### src/rtl/fetch_pkg.sv
package fetch_pkg;

    localparam int          FP_ADDR_W       = 32;
    localparam int          FP_INSN_BYTES   = 4;
    localparam logic [31:0] FP_NOP_WORD     = 32'h0000_0000;
    localparam logic [31:0] FP_QUIESCE_WORD = 32'h7F00_0001;

    typedef logic [FP_ADDR_W-1:0] addr_t;
    typedef logic [31:0]          word_t;

    typedef enum logic [2:0] {
        ST_RUN        = 3'd0,
        ST_REQ        = 3'd1,
        ST_MISS       = 3'd2,
        ST_MISS_DONE  = 3'd3,
        ST_RENAME_BLK = 3'd4,
        ST_QUIESCE    = 3'd5,
        ST_TRAP       = 3'd6
    } fetch_st_e;

    function automatic addr_t line_align(addr_t a, int unsigned line_bytes);
        return a & ~addr_t'(line_bytes - 1);
    endfunction

endpackage

### src/rtl/fetch_line_reg.sv
module fetch_line_reg
    import fetch_pkg::*;
#(
    parameter int LINE_BYTES = 64,
    parameter int OFF_W      = $clog2(LINE_BYTES),
    parameter int TAG_W      = FP_ADDR_W - OFF_W,
    parameter int LINE_BITS  = LINE_BYTES * 8
) (
    input  logic                 clk,
    input  logic                 rst,
    input  logic                 load,
    input  logic                 set_valid,
    input  logic                 clear_valid,
    input  logic [TAG_W-1:0]     tag_in,
    input  logic [LINE_BITS-1:0] data_in,
    output logic [TAG_W-1:0]     tag_q,
    output logic [LINE_BITS-1:0] data_q,
    output logic                 valid_q
);

    always_ff @(posedge clk) begin
        if (rst) begin
            tag_q   <= '0;
            data_q  <= '0;
            valid_q <= 1'b0;
        end else begin
            if (load) begin
                tag_q  <= tag_in;
                data_q <= data_in;
            end
            if (clear_valid)
                valid_q <= 1'b0;
            else if (set_valid)
                valid_q <= 1'b1;
        end
    end

endmodule

### src/rtl/fetch_issue.sv
module fetch_issue
    import fetch_pkg::*;
#(
    parameter int LINE_BYTES = 64,
    parameter int WIDTH      = 2,
    parameter int OFF_W      = $clog2(LINE_BYTES),
    parameter int TAG_W      = FP_ADDR_W - OFF_W,
    parameter int WORDS      = LINE_BYTES / FP_INSN_BYTES,
    parameter int CNT_W      = $clog2(WIDTH + 1)
) (
    input  logic                        en,
    input  addr_t                       pc,
    input  logic [TAG_W-1:0]            line_tag,
    input  logic [WORDS-1:0][31:0]      line_words,
    input  logic [WIDTH-1:0]            pred_taken,
    input  addr_t                       pred_target,
    input  logic [CNT_W-1:0]            limit,
    output logic [WIDTH-1:0]            fire,
    output logic [WIDTH-1:0][31:0]      slot_pc,
    output logic [WIDTH-1:0][31:0]      slot_word,
    output logic [CNT_W-1:0]            n_fire,
    output addr_t                       next_pc,
    output logic                        hit_quiesce
);

    logic [WIDTH:0]   alive;
    logic [WIDTH-1:0] is_quiesce;

    assign alive[0] = en;

    for (genvar i = 0; i < WIDTH; i++) begin : g_slot
        addr_t              cand;
        logic               same_line;
        logic [OFF_W-3:0]   widx;

        assign cand          = pc + addr_t'(FP_INSN_BYTES * i);
        assign same_line     = (cand[FP_ADDR_W-1:OFF_W] == line_tag);
        assign widx          = cand[OFF_W-1:2];
        assign slot_pc[i]    = cand;
        assign slot_word[i]  = line_words[widx];
        assign is_quiesce[i] = (line_words[widx] == FP_QUIESCE_WORD);
        assign fire[i]       = alive[i] && same_line && (CNT_W'(i) < limit);
        assign alive[i+1]    = fire[i] && !pred_taken[i] && !is_quiesce[i];
    end

    always_comb begin
        next_pc     = pc;
        n_fire      = '0;
        hit_quiesce = 1'b0;
        for (int i = 0; i < WIDTH; i++) begin
            if (fire[i]) begin
                n_fire      = n_fire + CNT_W'(1);
                next_pc     = pred_taken[i] ? pred_target
                                            : slot_pc[i] + addr_t'(FP_INSN_BYTES);
                hit_quiesce = hit_quiesce | is_quiesce[i];
            end
        end
    end

endmodule

### src/rtl/ifetch_ctrl.sv
module ifetch_ctrl
    import fetch_pkg::*;
#(
    parameter int    LINE_BYTES = 64,
    parameter int    WIDTH      = 2,
    parameter int    BUF_MAX    = 8,
    parameter int    SEQ_W      = 16,
    parameter int    REG_W      = 8,
    parameter addr_t RESET_PC   = 32'h0000_0000,
    parameter int    LINE_BITS  = LINE_BYTES * 8,
    parameter int    BC_W       = $clog2(BUF_MAX + 1)
) (
    input  logic                         clk,
    input  logic                         rst,
    output logic                         req_valid,
    output logic [31:0]                  req_addr,
    input  logic                         rsp_valid,
    input  logic                         rsp_hit,
    input  logic                         rsp_fault,
    input  logic                         fill_valid,
    input  logic [LINE_BITS-1:0]         rsp_line,
    input  logic [WIDTH-1:0]             pred_taken,
    input  logic [31:0]                  pred_target,
    input  logic [REG_W-1:0]             free_regs,
    input  logic [BC_W-1:0]              buf_count,
    input  logic                         redir_valid,
    input  logic [31:0]                  redir_pc,
    input  logic                         wake,
    output logic [WIDTH-1:0]             out_valid,
    output logic [WIDTH-1:0][31:0]       out_pc,
    output logic [WIDTH-1:0][31:0]       out_word,
    output logic [WIDTH-1:0][SEQ_W-1:0]  out_seq,
    output logic                         out_fault,
    output logic [2:0]                   fetch_state,
    output logic                         stale_fill
);

    localparam int OFF_W = $clog2(LINE_BYTES);
    localparam int TAG_W = FP_ADDR_W - OFF_W;
    localparam int WORDS = LINE_BYTES / FP_INSN_BYTES;
    localparam int CNT_W = $clog2(WIDTH + 1);

    fetch_st_e               state, st_n;
    addr_t                   pc, pc_n, rq_n;
    logic [SEQ_W-1:0]        seq, seq_n;
    logic [WIDTH-1:0]        ov_n;
    logic [WIDTH-1:0][31:0]  opc_n, ow_n;
    logic [WIDTH-1:0][SEQ_W-1:0] oseq_n;
    logic                    of_n, stale_n;

    logic                    ln_load, ln_set, ln_clear;
    logic [TAG_W-1:0]        ln_tag;
    logic [LINE_BITS-1:0]    ln_data;
    logic                    ln_valid;
    logic                    need_line, issue_en;
    logic [CNT_W-1:0]        limit;

    logic [WIDTH-1:0]        fire;
    logic [WIDTH-1:0][31:0]  slot_pc, slot_word;
    logic [CNT_W-1:0]        n_fire;
    addr_t                   next_pc;
    logic                    hit_quiesce;

    fetch_line_reg #(.LINE_BYTES(LINE_BYTES)) u_line (
        .clk        (clk),
        .rst        (rst),
        .load       (ln_load),
        .set_valid  (ln_set),
        .clear_valid(ln_clear),
        .tag_in     (req_addr[FP_ADDR_W-1:OFF_W]),
        .data_in    (rsp_line),
        .tag_q      (ln_tag),
        .data_q     (ln_data),
        .valid_q    (ln_valid)
    );

    fetch_issue #(.LINE_BYTES(LINE_BYTES), .WIDTH(WIDTH)) u_issue (
        .en         (issue_en),
        .pc         (pc),
        .line_tag   (ln_tag),
        .line_words (ln_data),
        .pred_taken (pred_taken),
        .pred_target(pred_target),
        .limit      (limit),
        .fire       (fire),
        .slot_pc    (slot_pc),
        .slot_word  (slot_word),
        .n_fire     (n_fire),
        .next_pc    (next_pc),
        .hit_quiesce(hit_quiesce)
    );

    assign need_line = !ln_valid || (pc[FP_ADDR_W-1:OFF_W] != ln_tag);
    assign issue_en  = !redir_valid && (state == ST_RUN) && !need_line
                       && (free_regs != '0);

    always_comb begin
        int room_v;
        int lim_v;
        room_v = (int'(buf_count) >= BUF_MAX) ? 0 : BUF_MAX - int'(buf_count);
        lim_v  = WIDTH;
        if (room_v < lim_v) lim_v = room_v;
        if (int'(free_regs) < lim_v) lim_v = int'(free_regs);
        limit = CNT_W'(lim_v);
    end

    always_comb begin
        st_n     = state;
        pc_n     = pc;
        rq_n     = req_addr;
        seq_n    = seq;
        ov_n     = '0;
        opc_n    = slot_pc;
        ow_n     = slot_word;
        of_n     = 1'b0;
        ln_load  = 1'b0;
        ln_set   = 1'b0;
        ln_clear = 1'b0;
        for (int i = 0; i < WIDTH; i++)
            oseq_n[i] = seq + SEQ_W'(i);
        stale_n  = fill_valid && !(state == ST_MISS && !redir_valid);

        if (redir_valid) begin
            pc_n     = redir_pc;
            rq_n     = line_align(redir_pc, LINE_BYTES);
            st_n     = ST_REQ;
            ln_clear = 1'b1;
        end else begin
            case (state)
                ST_RUN: begin
                    if (need_line) begin
                        st_n = ST_REQ;
                        rq_n = line_align(pc, LINE_BYTES);
                    end else if (free_regs == '0) begin
                        st_n = ST_RENAME_BLK;
                    end else begin
                        ov_n  = fire;
                        pc_n  = next_pc;
                        seq_n = seq + SEQ_W'(n_fire);
                        if (hit_quiesce) st_n = ST_QUIESCE;
                    end
                end
                ST_REQ: begin
                    if (rsp_valid) begin
                        if (rsp_fault) begin
                            st_n      = ST_TRAP;
                            ov_n[0]   = 1'b1;
                            opc_n[0]  = pc;
                            ow_n[0]   = FP_NOP_WORD;
                            oseq_n[0] = seq;
                            of_n      = 1'b1;
                            seq_n     = seq + SEQ_W'(1);
                        end else if (rsp_hit) begin
                            ln_load = 1'b1;
                            ln_set  = 1'b1;
                            st_n    = ST_RUN;
                        end else begin
                            ln_clear = 1'b1;
                            st_n     = ST_MISS;
                        end
                    end
                end
                ST_MISS: begin
                    if (fill_valid) begin
                        ln_load = 1'b1;
                        st_n    = ST_MISS_DONE;
                    end
                end
                ST_MISS_DONE: begin
                    ln_set = 1'b1;
                    st_n   = (free_regs == '0) ? ST_RENAME_BLK : ST_RUN;
                end
                ST_RENAME_BLK: if (free_regs != '0) st_n = ST_RUN;
                ST_QUIESCE:    if (wake) st_n = ST_RUN;
                ST_TRAP:       st_n = ST_TRAP;
                default:       st_n = ST_RUN;
            endcase
        end
    end

    always_ff @(posedge clk) begin
        if (rst) begin
            state      <= ST_RUN;
            pc         <= RESET_PC;
            req_addr   <= '0;
            seq        <= '0;
            out_valid  <= '0;
            out_pc     <= '0;
            out_word   <= '0;
            out_seq    <= '0;
            out_fault  <= 1'b0;
            stale_fill <= 1'b0;
        end else begin
            state      <= st_n;
            pc         <= pc_n;
            req_addr   <= rq_n;
            seq        <= seq_n;
            out_valid  <= ov_n;
            out_pc     <= opc_n;
            out_word   <= ow_n;
            out_seq    <= oseq_n;
            out_fault  <= of_n;
            stale_fill <= stale_n;
        end
    end

    assign req_valid   = (state == ST_REQ);
    assign fetch_state = state;

    // Guards on the status machine and the slot outputs
    assert_req_aligned_R2: assert property (@(posedge clk) disable iff (rst)
        req_valid |-> (req_addr[OFF_W-1:0] == '0));

    assert_slot_prefix_R3: assert property (@(posedge clk) disable iff (rst)
        ((out_valid & (out_valid + WIDTH'(1))) == '0));

    assert_issue_cap_R4: assert property (@(posedge clk) disable iff (rst)
        !out_fault |-> ($countones(out_valid) <= int'($past(free_regs))));

    assert_resume_bubble_R8: assert property (@(posedge clk) disable iff (rst)
        ($past(state) == ST_RENAME_BLK || $past(state) == ST_QUIESCE ||
         $past(state) == ST_MISS_DONE) |-> (out_valid == '0));

    assert_trap_hold_R10: assert property (@(posedge clk) disable iff (rst)
        ($past(state) == ST_TRAP && !$past(redir_valid)) |-> (state == ST_TRAP));

    assert_stale_no_advance_R7: assert property (@(posedge clk) disable iff (rst)
        stale_fill |-> (state != ST_MISS_DONE));

    assert_redirect_req_R11: assert property (@(posedge clk) disable iff (rst)
        redir_valid |=> (state == ST_REQ));

    for (genvar i = 1; i < WIDTH; i++) begin : g_same_line
        assert_slot_line_R3: assert property (@(posedge clk) disable iff (rst)
            out_valid[i] |-> (out_pc[i][31:OFF_W] == out_pc[0][31:OFF_W]));
    end

endmodule

### config.mk
export PLATFORM = sky130hd
export DESIGN_NAME = ifetch_ctrl
export DESIGN_NICKNAME = d
export VERILOG_FILES = /design/src/rtl/fetch_pkg.sv /design/src/rtl/fetch_line_reg.sv /design/src/rtl/fetch_issue.sv /design/src/rtl/ifetch_ctrl.sv
export SDC_FILE = /design/constraint.sdc
export NUM_CORES = 2
export LEC_CHECK = 0
export CAP_MARGIN = 10
export CORE_UTILIZATION = 30
export DETAILED_ROUTE_END_ITERATION = 10
export DONT_BUFFER_PORTS = 1
export PLACE_DENSITY = 0.54
export SYNTH_ARGS = -nofsm -noshare
export SYNTH_HDL_FRONTEND = slang
export SYNTH_HIERARCHICAL = 1
export SYNTH_SLANG_ARGS = --single-unit
### constraint.sdc
create_clock -name clk -period 17.1 [get_ports clk]
set_input_delay 1.71 -clock clk [delete_from_list [all_inputs] [get_ports clk]]
set_output_delay 1.71 -clock clk [all_outputs]
set_load 0.05 [all_outputs]
==> flow_summary.yaml <==
run_status:
  status: "finished with violations"
  violations: "slew limit"
yosys:
  synthTopCellsByArea: "dfxtp_1, mux2i_1, mux4_2"
  synth_top_area_frac: 0.384
  synth_area_sq_um: 40700
  synth-edff-count: 0
  synth_warnings: 6
  syn_avg_cell_area_sq_um: 10.0
  synth_area_leader_cell: "dfxtp_1"
  ys_ff_latch: 780
  yosysSeqAreaShare: 0.384
  synthCells: 4051
  ys_types: 93
  synth.most_common_cell: "dfxtp_1"
  synthTopCellsByCount: "dfxtp_1, mux2i_1, nor2_1"
  synthArstFlopShare: 0
  synth_ff_type: "dfxtp_1"
clocking:
  root_buffer: "clkbuf_16"
  clock_sinks: 780
  ctsHoldBuffers: 0
  clk_path_buf_depth: 3
  clk_pin_slew_ps: 60
  cts_tree: "done"
  cts_max_level: 3
  post_cts_resized: 0
  cts_setup_buffers: 0
  numCtsBuffers: 93
  insertion_delay_ps: 740
setup_path:
  cp_slowest_cell: "dfxtp_4"
  crit_arrival_ps: 8570
  crit_top_cell: "buf_4"
  path_buf_inv: 5
  crit_path_max_fanout: 39
  worstPathRequired_ps: 17700
  crit_type: "reg2reg"
  cp-start-kind: "flip-flop"
  path_cells: "buf_4, buf_4, mux4_2, mux2_2, nor3_1, a31oi_1, nor4_1, nand4_1, nand4_1, buf_4, inv_1, ha_1, ha_1, inv_1, fa_1, or3_1, mux2i_1, nand2b_1, or4_1, mux2_2"
  endpoint_kind: "flip-flop"
  max_stage_delay_ps: 720
  crit_family: "simple AND/OR/NAND/NOR gates"
timing:
  rsz0062_at_grt: "no"
  fin_tns_setup_ps: 0
  finalHoldViolCount: 0
  period_minus_slack_ps: 7970
  setup_violations: 0
  slew_violations: 405
  skew_ps: 76.8
  whs_ps: 503
  max_freq_mhz: 125
  finalCritPeriodShare: 0.466
  worst-slew-pin-transition_ps: 3180
  slew_headroom: -1.12
die:
  dieWidth_um: 370
  initial_core_util: 0.304
  dieHeight_um: 370
  num_io_pins: 798
  rows: 134
  die_area_sq_um: 137000
  fp.coreArea_sq_um: 134000
route:
  drt_pass1_iterations: 6
  routed_wl_um: 174000
  vias: 30954
  avgViaCountPerCell: 5.42
  drc: 0
  wire_per_inst_um: 30.5
  drt_iter0_drc: 2604
  ant_nets: 0
global_route:
  grt_pass1_vias: 29584
  grt_first_pass_wirelength_um: 238000
  grt_overflow: 0
  grt_max_degree: 720
  grtUsageTotal: 0.245
  grt_antenna_before_repair: 71
power_and_ir_drop:
  pwr-share-seq: 0.443
  p_sw_uw: 1300
  combPwrFrac: 0.093
  power_leakage_uw: 0.0150
  ir_drop_mv: 0.0834
  pwr_density_cell_nw_per_um2: 103
  swShare: 0.284
  power_uw: 4570
  pwr-share-clk: 0.463
  p_int_uw: 3270
place:
  dp_hpwl_um: 131000
  routabilityCongestion: 0.917
  port_buffers: 0
  dpl.cell_count: 5505
final_layout:
  layout.nets: 4445
  final_layout_size_suffix_gt1_frac: 0.127
  n_fill_cell: 13736
  multi_input_area_sq_um: 22300
  final_cells: 5707
  final-seq-area_sq_um: 15600
  area_growth_pct: 8.66
job:
  max_cap_viol_count: 0
min_path:
  holdCritPathClass: "reg2reg"
## cell usage in the layout (no fill, tap or decap), types with 14 or more instances in the layout
cell and n:
dfxtp_1 776, diode_2 32, a211oi_1 18, mux2_2 20
mux4_2 226, a21oi_1 140, xnor2_1 85, a22oi_1 37
nand3_1 44, mux2i_1 658, nand4_1 33, buf_4 53
clkbuf_8 20, xor2_1 25, nor4_1 16, a31oi_1 45
o311a_1 27, o21ai_0 59, a21boi_0 22, clkinv_2 14
nor3_1 20, clkbuf_16 93, clkbuf_1 19, nand2b_1 15
nor2b_1 86, nor2_1 636, inv_1 64, and3_1 52
or3_1 44, and2_1 42, nand2_1 294
## metrics by stage
step,area [sq um],utilization,setup slack [ps]
after CTS,44100,0.329,9110
after floorplan,40700,-,10110
after global routing,44200,0.330,8690
after detailed placement,40900,0.305,8900
final,44200,0.330,9130
after global placement,40900,0.305,8900
## layer usage
metal	global-route usage	routed length [um]
met1	0.275	64100
met2	0.415	85500
met3	0.0927	17800
met4	0.0961	6530
met5	0	349
## registers in the layout (all words and copies together) (netlist names), 3 cells and up
signal	flops
u_line/data_q	512
out_pc	64
out_word	64
out_seq	32
pc	32
req_addr	26
u_line/tag_q	26
seq	16
fetch_state	3
## power by group through the flow
stage          Sequential, uW  Combinational [uW]  Clock (uW)
2_1_floorplan            2020                 354           0
3_3_place_gp             2060                 426           0
3_5_place_dp             2060                 429           0
4_1_cts                  2030                 431        2170
5_1_grt                  2030                 454        2230
6_report                 2030                 426        2120
## cell type report
type / count / share of cell area
inverters: 71 / 0.00620
clock buffers: 132 / 0.0605
well taps: 1768 / 0.0501
flip-flops and latches: 780 / 0.354
clock inverters: 38 / 0.0127
diodes: 32 / 0.00181
repair buffers: 55 / 0.00991
multi-input cells: 2831 / 0.505
## worst paths after layout
check             slack (ps)  cells after the start              endpoint               start
setup / recovery        9130                     20  seq[14]$_SDFFE_PP0P_  pc[2]$_SDFFE_PP0P_
hold / removal           500                      2  out_pc[1]$_SDFF_PP0_  pc[1]$_SDFFE_PP0P_
setup reg to reg        9130                     20  seq[14]$_SDFFE_PP0P_  pc[2]$_SDFFE_PP0P_
hold reg to reg          500                      2  out_pc[1]$_SDFF_PP0_  pc[1]$_SDFFE_PP0P_
## cells by family after synthesis
| group | count (synthesis) | share of synthesized area |
|---|---|---|
| xor gates and xnor gates | 112 | 0.0241 |
| buffers and inverters | 445 | 0.0693 |
| adders and majority gates | 15 | 0.00480 |
| AOI/OAI and AO/OA | 450 | 0.0734 |
| and+or+nand+nor | 1343 | 0.152 |
| other | 2 | 0.000185 |
| DFF | 780 | 0.384 |
| muxes | 904 | 0.293 |
## worst min-delay path, stage by stage (launching register included)
cell,delay [ps]
dfxtp_1,330
nand2_1,60
a21oi_1,60
Power figures use the tool's default switching activity.
